$ cat config.mk
export PLATFORM = sky130hd
export DESIGN_NAME = vid_bus_formatter
export DESIGN_NICKNAME = d
export VERILOG_FILES = /design/src/rtl/vid_bus_formatter.sv
export SDC_FILE = /design/constraint.sdc
export NUM_CORES = 1
export LEC_CHECK = 0
export BUFFER_PORTS_ARGS = -buffer_cell sky130_fd_sc_hd__buf_2
export CAP_MARGIN = 20
export CORE_ASPECT_RATIO = 1.25
export CORE_MARGIN = 10
export CORE_UTILIZATION = 54
export CTS_CLUSTER_SIZE = 25
export DETAILED_ROUTE_END_ITERATION = 12
export PLACE_DENSITY = 0.87
export SETUP_SLACK_MARGIN = 0.1
export SLEW_MARGIN = 20
export SYNTH_ARGS = -nofsm -noshare
export SYNTH_HDL_FRONTEND = slang
export SYNTH_SLANG_ARGS = --single-unit
$ cat constraint.sdc
create_clock -name clk -period 2.6 [get_ports clk]
set_input_delay 0.52 -clock clk [delete_from_list [all_inputs] [get_ports clk]]
set_output_delay 0.52 -clock clk [all_outputs]
set_load 0.01 [all_outputs]
$ cat src/rtl/vid_bus_formatter.sv
module vid_bus_formatter #(
  parameter logic [23:0] IDLE_WORD = 24'h000000
) (
  input  logic        clk,
  input  logic        rst_n,
  input  logic [7:0]  fmt_sel,
  input  logic        pix_vld,
  input  logic [11:0] y_in,
  input  logic [11:0] cb_in,
  input  logic [11:0] cr_in,
  input  logic [7:0]  r_in,
  input  logic [7:0]  g_in,
  input  logic [7:0]  b_in,
  output logic        pix_clk,
  output logic [23:0] bus_data,
  output logic [23:0] bus_oe,
  output logic        fmt_err
);

  typedef enum logic [3:0] {
    F_BAD, F_S8, F_S12, F_S16, F_S24, F_RGB, F_D8, F_D12, F_DRGB
  } fmt_t;

  fmt_t        mode, mode_q;
  logic [23:0] mask, rise_w, luma_w, chroma_w, rgb_w;
  logic [23:0] y_hold;
  logic [11:0] chroma;
  logic        ph, step, cr_turn, serial, is422;

  function automatic logic [23:0] narrow(input logic [11:0] v);
    return {8'h00, v[11:4], 8'h00};
  endfunction

  function automatic logic [23:0] split(input logic [11:0] v);
    return {v[3:0], 4'h0, v[11:4], 8'h00};
  endfunction

  always_comb begin
    case (fmt_sel)
      8'h00:   mode = F_S8;
      8'h0A:   mode = F_S12;
      8'h80:   mode = F_S16;
      8'h8A:   mode = F_S24;
      8'h40:   mode = F_RGB;
      8'h20:   mode = F_D8;
      8'h2A:   mode = F_D12;
      8'h60:   mode = F_DRGB;
      default: mode = F_BAD;
    endcase
  end

  always_comb begin
    case (mode)
      F_S8, F_D8:   mask = 24'h00FF00;
      F_S12, F_D12: mask = 24'hF0FF00;
      F_S16:        mask = 24'h00FFFF;
      F_BAD:        mask = 24'h000000;
      default:      mask = 24'hFFFFFF;
    endcase
  end

  assign serial = (mode == F_S8) || (mode == F_S12);
  assign is422  = (mode != F_RGB) && (mode != F_DRGB) && (mode != F_BAD);
  assign chroma = cr_turn ? cr_in : cb_in;
  assign rgb_w  = {r_in, g_in, b_in};

  always_comb begin
    case (mode)
      F_S12, F_D12: begin
        luma_w   = split(y_in);
        chroma_w = split(chroma);
      end
      default: begin
        luma_w   = narrow(y_in);
        chroma_w = narrow(chroma);
      end
    endcase
  end

  always_comb begin
    case (mode)
      F_S8, F_S12, F_D8, F_D12: rise_w = chroma_w;
      F_S16:                    rise_w = {8'h00, y_in[11:4], chroma[11:4]};
      F_S24:                    rise_w = {y_in[3:0], chroma[3:0], y_in[11:4], chroma[11:4]};
      F_RGB, F_DRGB:            rise_w = rgb_w;
      default:                  rise_w = 24'h000000;
    endcase
  end

  assign pix_clk = ph;

  always_ff @(posedge clk or negedge rst_n) begin
    if (!rst_n) begin
      ph       <= 1'b0;
      step     <= 1'b0;
      cr_turn  <= 1'b0;
      y_hold   <= 24'h000000;
      mode_q   <= F_BAD;
      bus_data <= 24'h000000;
      bus_oe   <= 24'h000000;
      fmt_err  <= 1'b0;
    end else begin
      ph <= ~ph;
      if (!ph) begin
        mode_q  <= mode;
        bus_oe  <= mask;
        fmt_err <= (mode == F_BAD);
        if (serial && step) begin
          bus_data <= y_hold & mask;
          step     <= 1'b0;
        end else if (pix_vld) begin
          bus_data <= rise_w & mask;
          y_hold   <= luma_w;
          step     <= serial;
          if (is422) cr_turn <= ~cr_turn;
        end else begin
          bus_data <= IDLE_WORD & mask;
          y_hold   <= IDLE_WORD;
          step     <= 1'b0;
          cr_turn  <= 1'b0;
        end
      end else begin
        if (mode_q == F_D8 || mode_q == F_D12)
          bus_data <= y_hold & bus_oe;
        else if (mode_q == F_DRGB)
          bus_data <= (pix_vld ? rgb_w : IDLE_WORD) & bus_oe;
      end
    end
  end

endmodule

==> Word-level counts from Yosys, hierarchy flattened <==
Cells that the tools add are included.
{ "word_totals": {"rom_bits": 0, "out_inout_bits": 50, "input_bits": 71, "latch_bits": 0, "register_bits": 80, "mem_bits_rw": 0, "memories": 0, "word_cells": 68} }
{ "op_classes": {"n_reduce_logical": 14, "add_sub_neg": 0, "eq_ne": 22, "mux": 17, "div_mod_pow": 0, "n_shift": 0, "bitwise": 7, "mul": 0, "n_lt_le_gt_ge": 0} }
{ "op_table": {"columns": ["op", "count"], "rows": [
  ["$mux 24", 9],
  ["$pmux 24 s4", 2],
  ["$and 24x24->24", 4],
  ["$pmux 4 s8", 1],
  ["$eq 4x3->1 const B", 6],
  ["$eq 8x6->1 const B", 2],
  ["$eq 8x7->1 const B", 2],
  ["$eq 8x8->1 const B", 2],
  ["$mux 12", 1],
  ["$eq 4x2->1 const B", 2],
  ["$eq 4x4->1 const B", 2],
  ["$eq 8x4->1 const B", 1],
  ["$logic_not 8->1", 1],
  ["$reduce_or 2->1", 3],
  ["$eq 4x1->1 const B", 1],
  ["$logic_not 4->1", 1],
  ["$mux 1", 4],
  ["$ne 4x3->1 const B", 1],
  ["$ne 4x4->1 const B", 1],
  ["$reduce_bool 4->1", 1],
  ["$reduce_or 4->1", 1],
  ["$logic_and 1x1->1", 3],
  ["$ne 3x1->1 const B", 1],
  ["$not 1->1", 3],
  ["4 further kinds", 5]
]} }

==> Longest topological paths before layout <==
{ "logic_depth": {"ltp_word": 10, "mapped_depth": 8, "depth_no_buf": 5} }

==> Least setup slack after synthesis <==
OpenSTA, ideal clock, no wires.
{ "synth_timing": {"path_type": "in2reg", "from": "input port fmt_sel[3]", "to": "register bus_data[20]", "t_arrival_ps": 1759, "setup_ps": 126, "setup_slack_ps": 715, "cell_stages": 7, "t_required_ps": 2474, "n_path_buf": 2, "path_cell_list": "buf_4 -> nor3_2 -> and2_1 -> buf_4 -> a21oi_2 -> and2b_4 -> a221o_1"} }
{ "synth_via": {"elab_chain_len": 10, "word_cells_on_any_way": 32, "classes_between": "eq/ne: 15; mux: 7; bitwise: 2; reduce/logical: 8"} }
{ "synth_lines": {"columns": ["item", "line_no", "text"], "rows": [
  ["start: declaration", "6", "input logic [7:0] fmt_sel,"],
  ["$eq 8x7->1 (tied with other cells)", "39", "case (fmt_sel)"],
  ["$pmux 4 s8 *", "39", null],
  ["$eq 4x2->1 / $eq 4x3->1 (equally long branches)", null, null],
  ["$reduce_or 2->1", "53, 68", null],
  ["$mux 24", "68", "case (mode)"],
  ["$pmux 24 s4", "81", "case (mode)"],
  ["$and 24x24->24", "112", "bus_data <= rise_w & mask;"],
  ["$mux 24", "111", "end else if (pix_vld) begin"],
  ["$mux 24 *", "108", "if (serial && step) begin"],
  ["$mux 24 *", "104", "if (!ph) begin"],
  ["end signal: assignment", "109", "bus_data <= y_hold & mask;"],
  ["end signal: assignment", "112", null],
  ["end signal: assignment", "117", "bus_data <= IDLE_WORD & mask;"],
  ["end: declaration", "15", "output logic [23:0] bus_data,"]
]} }
Every way passes the cells marked *; elsewhere a longest branch is shown, timed or not.
A chain may end at the register's enable or synchronous reset.

==> Worst setup path in the final report <==
{ "layout_timing": {"from": "input port fmt_sel[3]", "to": "register bus_data[4]"} }
{ "layout_via": {"elab_chain_len": 9, "word_cells_on_any_way": 31, "classes_between": "eq/ne: 15; mux: 6; bitwise: 2; reduce/logical: 8"} }
{ "layout_lines": {"columns": ["item", "line_no"], "rows": [
  ["$eq 8x7->1 (tied with other cells)", "39"],
  ["$pmux 4 s8 *", "39"],
  ["$eq 4x1->1 (tied with other cells)", "53, 62, 81"],
  ["$reduce_or 4->1 (tied with other cells)", "81"],
  ["$pmux 24 s4 (on tied branches)", "81, 53"],
  ["$and 24x24->24", "112"],
  ["$mux 24", "111"],
  ["$mux 24 *", "108"],
  ["$mux 24 *", "104"]
]} }
Marks and branches as above.

==> results.toml <==
[yosys]
async_flop_share_pct = 100
ys.flop_type = "dfrtp_1"
synth_edf_count = 0
ys_ff_latch = 48
ys_warn_count = 0
syn-num-nets = 449
synth_cells = 378
syn_area_sq_mm = 0.00326
syn_area_per_cell_sq_um = 8.62
yosysSeqAreaShare_pct = 36.9
yosysUniqueCellTypes = 58

[drt]
final_antenna_net_count = 0
drt_iter0_markers = 373
vias = 3387
drt_pass1_iterations = 5
drc = 0
finalWirelength_um = 10200
wl_per_cell_um = 19.1
vias_per_cell = 6.33

[floorplan]
die_w_um = 89.5
rows = 31
fp.coreArea_sq_mm = 0.00582
start_util_pct = 56.0
die_area_sq_mm = 0.00956
chipHeight_um = 107
ios = 121

[cells_and_area]
antennaDiodeCount = 0
area_growth_pct = 18.1
multi_input_area_sq_mm = 0.00176
stdcell_area_sq_mm = 0.00385
instances_no_fill = 535
final_nets = 539
seq_area_sq_mm = 0.00120
fillers = 489
drive_above_1_share_pct = 34.3

[pwr]
p_sw_mw = 0.414
power_frac_comb_pct = 14.8
swShare_pct = 26.6
p_per_area_mw_per_mm2 = 405
intPower_mw = 1.14
irDropWorstVdd_uv = 211
sequentialPowerShare_pct = 49.3
p_leak_nw = 1.87
pwr-share-clk_pct = 35.9
finalPower_mw = 1.56

[global_route]
grt_pass1_wl_um = 16300
grt_pass1_vias = 3317
track_usage_pct = 21.1
antenna_found_initial = 0
gr-total-overflow = 0
grt_max_degree = 26

[cts]
cts_resized = 0
clkTransAtPathRegs_ns = 0.09
ctsHoldBuffers = 0
post_cts_buffers = 0
root_buffer = "clkbuf_8"
cts_buffers = 5
cts_max_level = 2
clkLatencyLatePin_ns = 0.31
cts_tree = "built"
cts_max_path_buffers = 2
cts.sinks = 48

[setup_path]
crit_fanout = 16
arrival_ns = 2.34
criticalPathCategory = "in -> reg"
cp-start-kind = "primary input"
cp.required_ns = 2.83
end_kind = "flop"

[timing]
fin_ws_ns = 0.491
fmax_ghz = 0.474
worst_slew_pin_slew_ns = 0.662
setup_viol = 0
post-route-period-util_pct = 81.1
slew_violations = 0
fin_worst_skew_ns = 0.0103
max_slew_margin_pct = 55.9
rsz0062_at_grt = "false"
tns_ns = 0
fin_crit_ns = 2.11
finalHoldViolations = 0

[flow_run]
cap_violations = 0

[placement]
portBuffers = 120
dp_hpwl_um = 7910
gp_congestion = 0.944
dp_slack_ns = 0.212
dp.cells = 527
dpl_cell_area_sq_mm = 0.00373

[status]
outcome = "completed"

[worst_hold_path]
hold_path_class = "in -> async"
cell families (layout without fill, tap and decap cells):
family	Yosys count	after routing	synth area share, %
XOR/XNOR	2	2	1.11
buffers and inverters	51	142	9.25
multiplexers	12	12	3.88
AND/OR/NAND/NOR	156	156	24.7
AO/OA/AOI/OAI	109	109	24.2
flip-flops	48	48	36.9
path summary, 6_finish.rpt:
| kind | from | slack (ns) | depth (start not counted) | to |
|---|---|---|---|---|
| max in group asynchronous | rst_n | 1.81 | 2 | y_hold[23] |
| hold reg to reg | y_hold[22] | 0.51 | 2 | y_hold[22] |
| setup reg to reg | pix_clk | 0.65 | 5 | bus_data[0] |
| setup / recovery | fmt_sel[3] | 0.49 | 7 | bus_data[4] |
| hold / removal | rst_n | 0.16 | 1 | bus_oe[19] |
| min in group clk | y_in[8] | 0.46 | 3 | y_hold[12] |
Yosys cell counts, drive strengths merged, types with 3 or more instances:
cell type  number  area (sq um)
a211oi         10          80.1
buf            36           245
and3            4          25.0
nor4            3          18.8
nor3b           6          50.1
and2            3          18.8
clkbuf         12          45.0
nor3            7          56.3
a22oi           7          52.6
o21ai          13          65.1
nor4b           3          26.3
a31oi           4          25.0
o2bb2ai         4          35.0
mux2            5          56.3
inv             3          11.3
dfrtp          48          1200
nand4           4          25.0
mux2i           7          70.1
a2bb2oi         8          70.1
nand3          21           110
nand2          53           199
a221oi          4          35.0
a21oi          32           168
nor2           38           150
a221o          16           160
cells in the final DEF (no fill, tap or decap), types with 2 or more instances in the layout:
| cell | netlist | layout |
|---|---|---|
| nand2_1 | 53 | 53 |
| nor2_1 | 37 | 37 |
| o22ai_1 | 2 | 2 |
| nor3_2 | 2 | 2 |
| nor4_1 | 3 | 3 |
| a221o_1 | 16 | 16 |
| nor3b_1 | 5 | 5 |
| a2bb2oi_1 | 8 | 8 |
| inv_1 | 3 | 3 |
| nor2b_1 | 2 | 2 |
| or2_2 | 2 | 2 |
| a221oi_1 | 4 | 4 |
| and3_1 | 4 | 4 |
| mux2i_1 | 7 | 7 |
| a21oi_2 | 2 | 2 |
| buf_4 | 24 | 11 |
| or3_1 | 2 | 2 |
| nand3_1 | 20 | 20 |
| a22o_1 | 2 | 2 |
| nand4_1 | 4 | 4 |
| o2bb2ai_1 | 4 | 4 |
| a211oi_1 | 9 | 9 |
| nor3_1 | 4 | 4 |
| a31oi_1 | 4 | 4 |
| mux2_2 | 5 | 5 |
| buf_2 | 10 | 120 |
| dfrtp_1 | 48 | 48 |
| o21ai_0 | 11 | 11 |
| nor4b_1 | 3 | 3 |
| clkbuf_8 | 0 | 5 |
| o21ai_1 | 2 | 2 |
| and2_1 | 3 | 3 |
| a21oi_1 | 30 | 30 |
| a22oi_1 | 7 | 7 |
power by group through the flow:
| stage | clock [mW] | sequential [mW] | combinational [mW] |
|---|---|---|---|
| finish | 0.560 | 0.768 | 0.230 |
| global route | 0.592 | 0.770 | 0.250 |
| CTS | 0.568 | 0.768 | 0.227 |
| detailed placement | 0 | 0.783 | 0.226 |
| global placement | 0 | 0.782 | 0.222 |
| floorplan | 0 | 0.778 | 0.128 |
layer usage:
| metal | vias up | part of all wire (%) | global-route usage [%] |
|---|---|---|---|
| li1 | 1556 | - | - |
| met1 | 1583 | 38 | 25.8 |
| met2 | 234 | 50 | 35.9 |
| met3 | 14 | 10 | 4.32 |
| met4 | 0 | 1.6 | 6.15 |
| met5 | - | 0 | 0 |
sequential cells by signal, summed over array words and instances, names as in the netlist:
signal	count
fmt_err	1
bus_oe	4
cr_turn	1
step	1
pix_clk	1
bus_data	24
mode_q	4
y_hold	12
cell type report:
| type | instances | share of cell area [%] |
|---|---|---|
| multi-input cells | 279 | 45.6 |
| well taps | 66 | 2.14 |
| repair buffers | 131 | 17.7 |
| clock inverters | 3 | 1.20 |
| inverters | 3 | 0.292 |
| flip-flops and latches | 48 | 31.2 |
| clock buffers | 5 | 1.79 |
worst max-delay path: stages:
cell and delay [ns]:
buf_2 0.18, nor3_2 0.30, and2_1 0.59, buf_4 0.30, a22oi_1 0.11, a2bb2oi_1 0.16, a21oi_1 0.18
through the flow:
step / util, % / hold slack [ns]
after floorplan: - / 0.224
after global placement: 64.2 / 0.462
after detailed placement: 64.2 / 0.485
after CTS: 66.2 / 0.178
after global routing: 66.2 / 0.189
final: 66.2 / 0.160
Note: power is estimated with default switching activity, not from simulation.
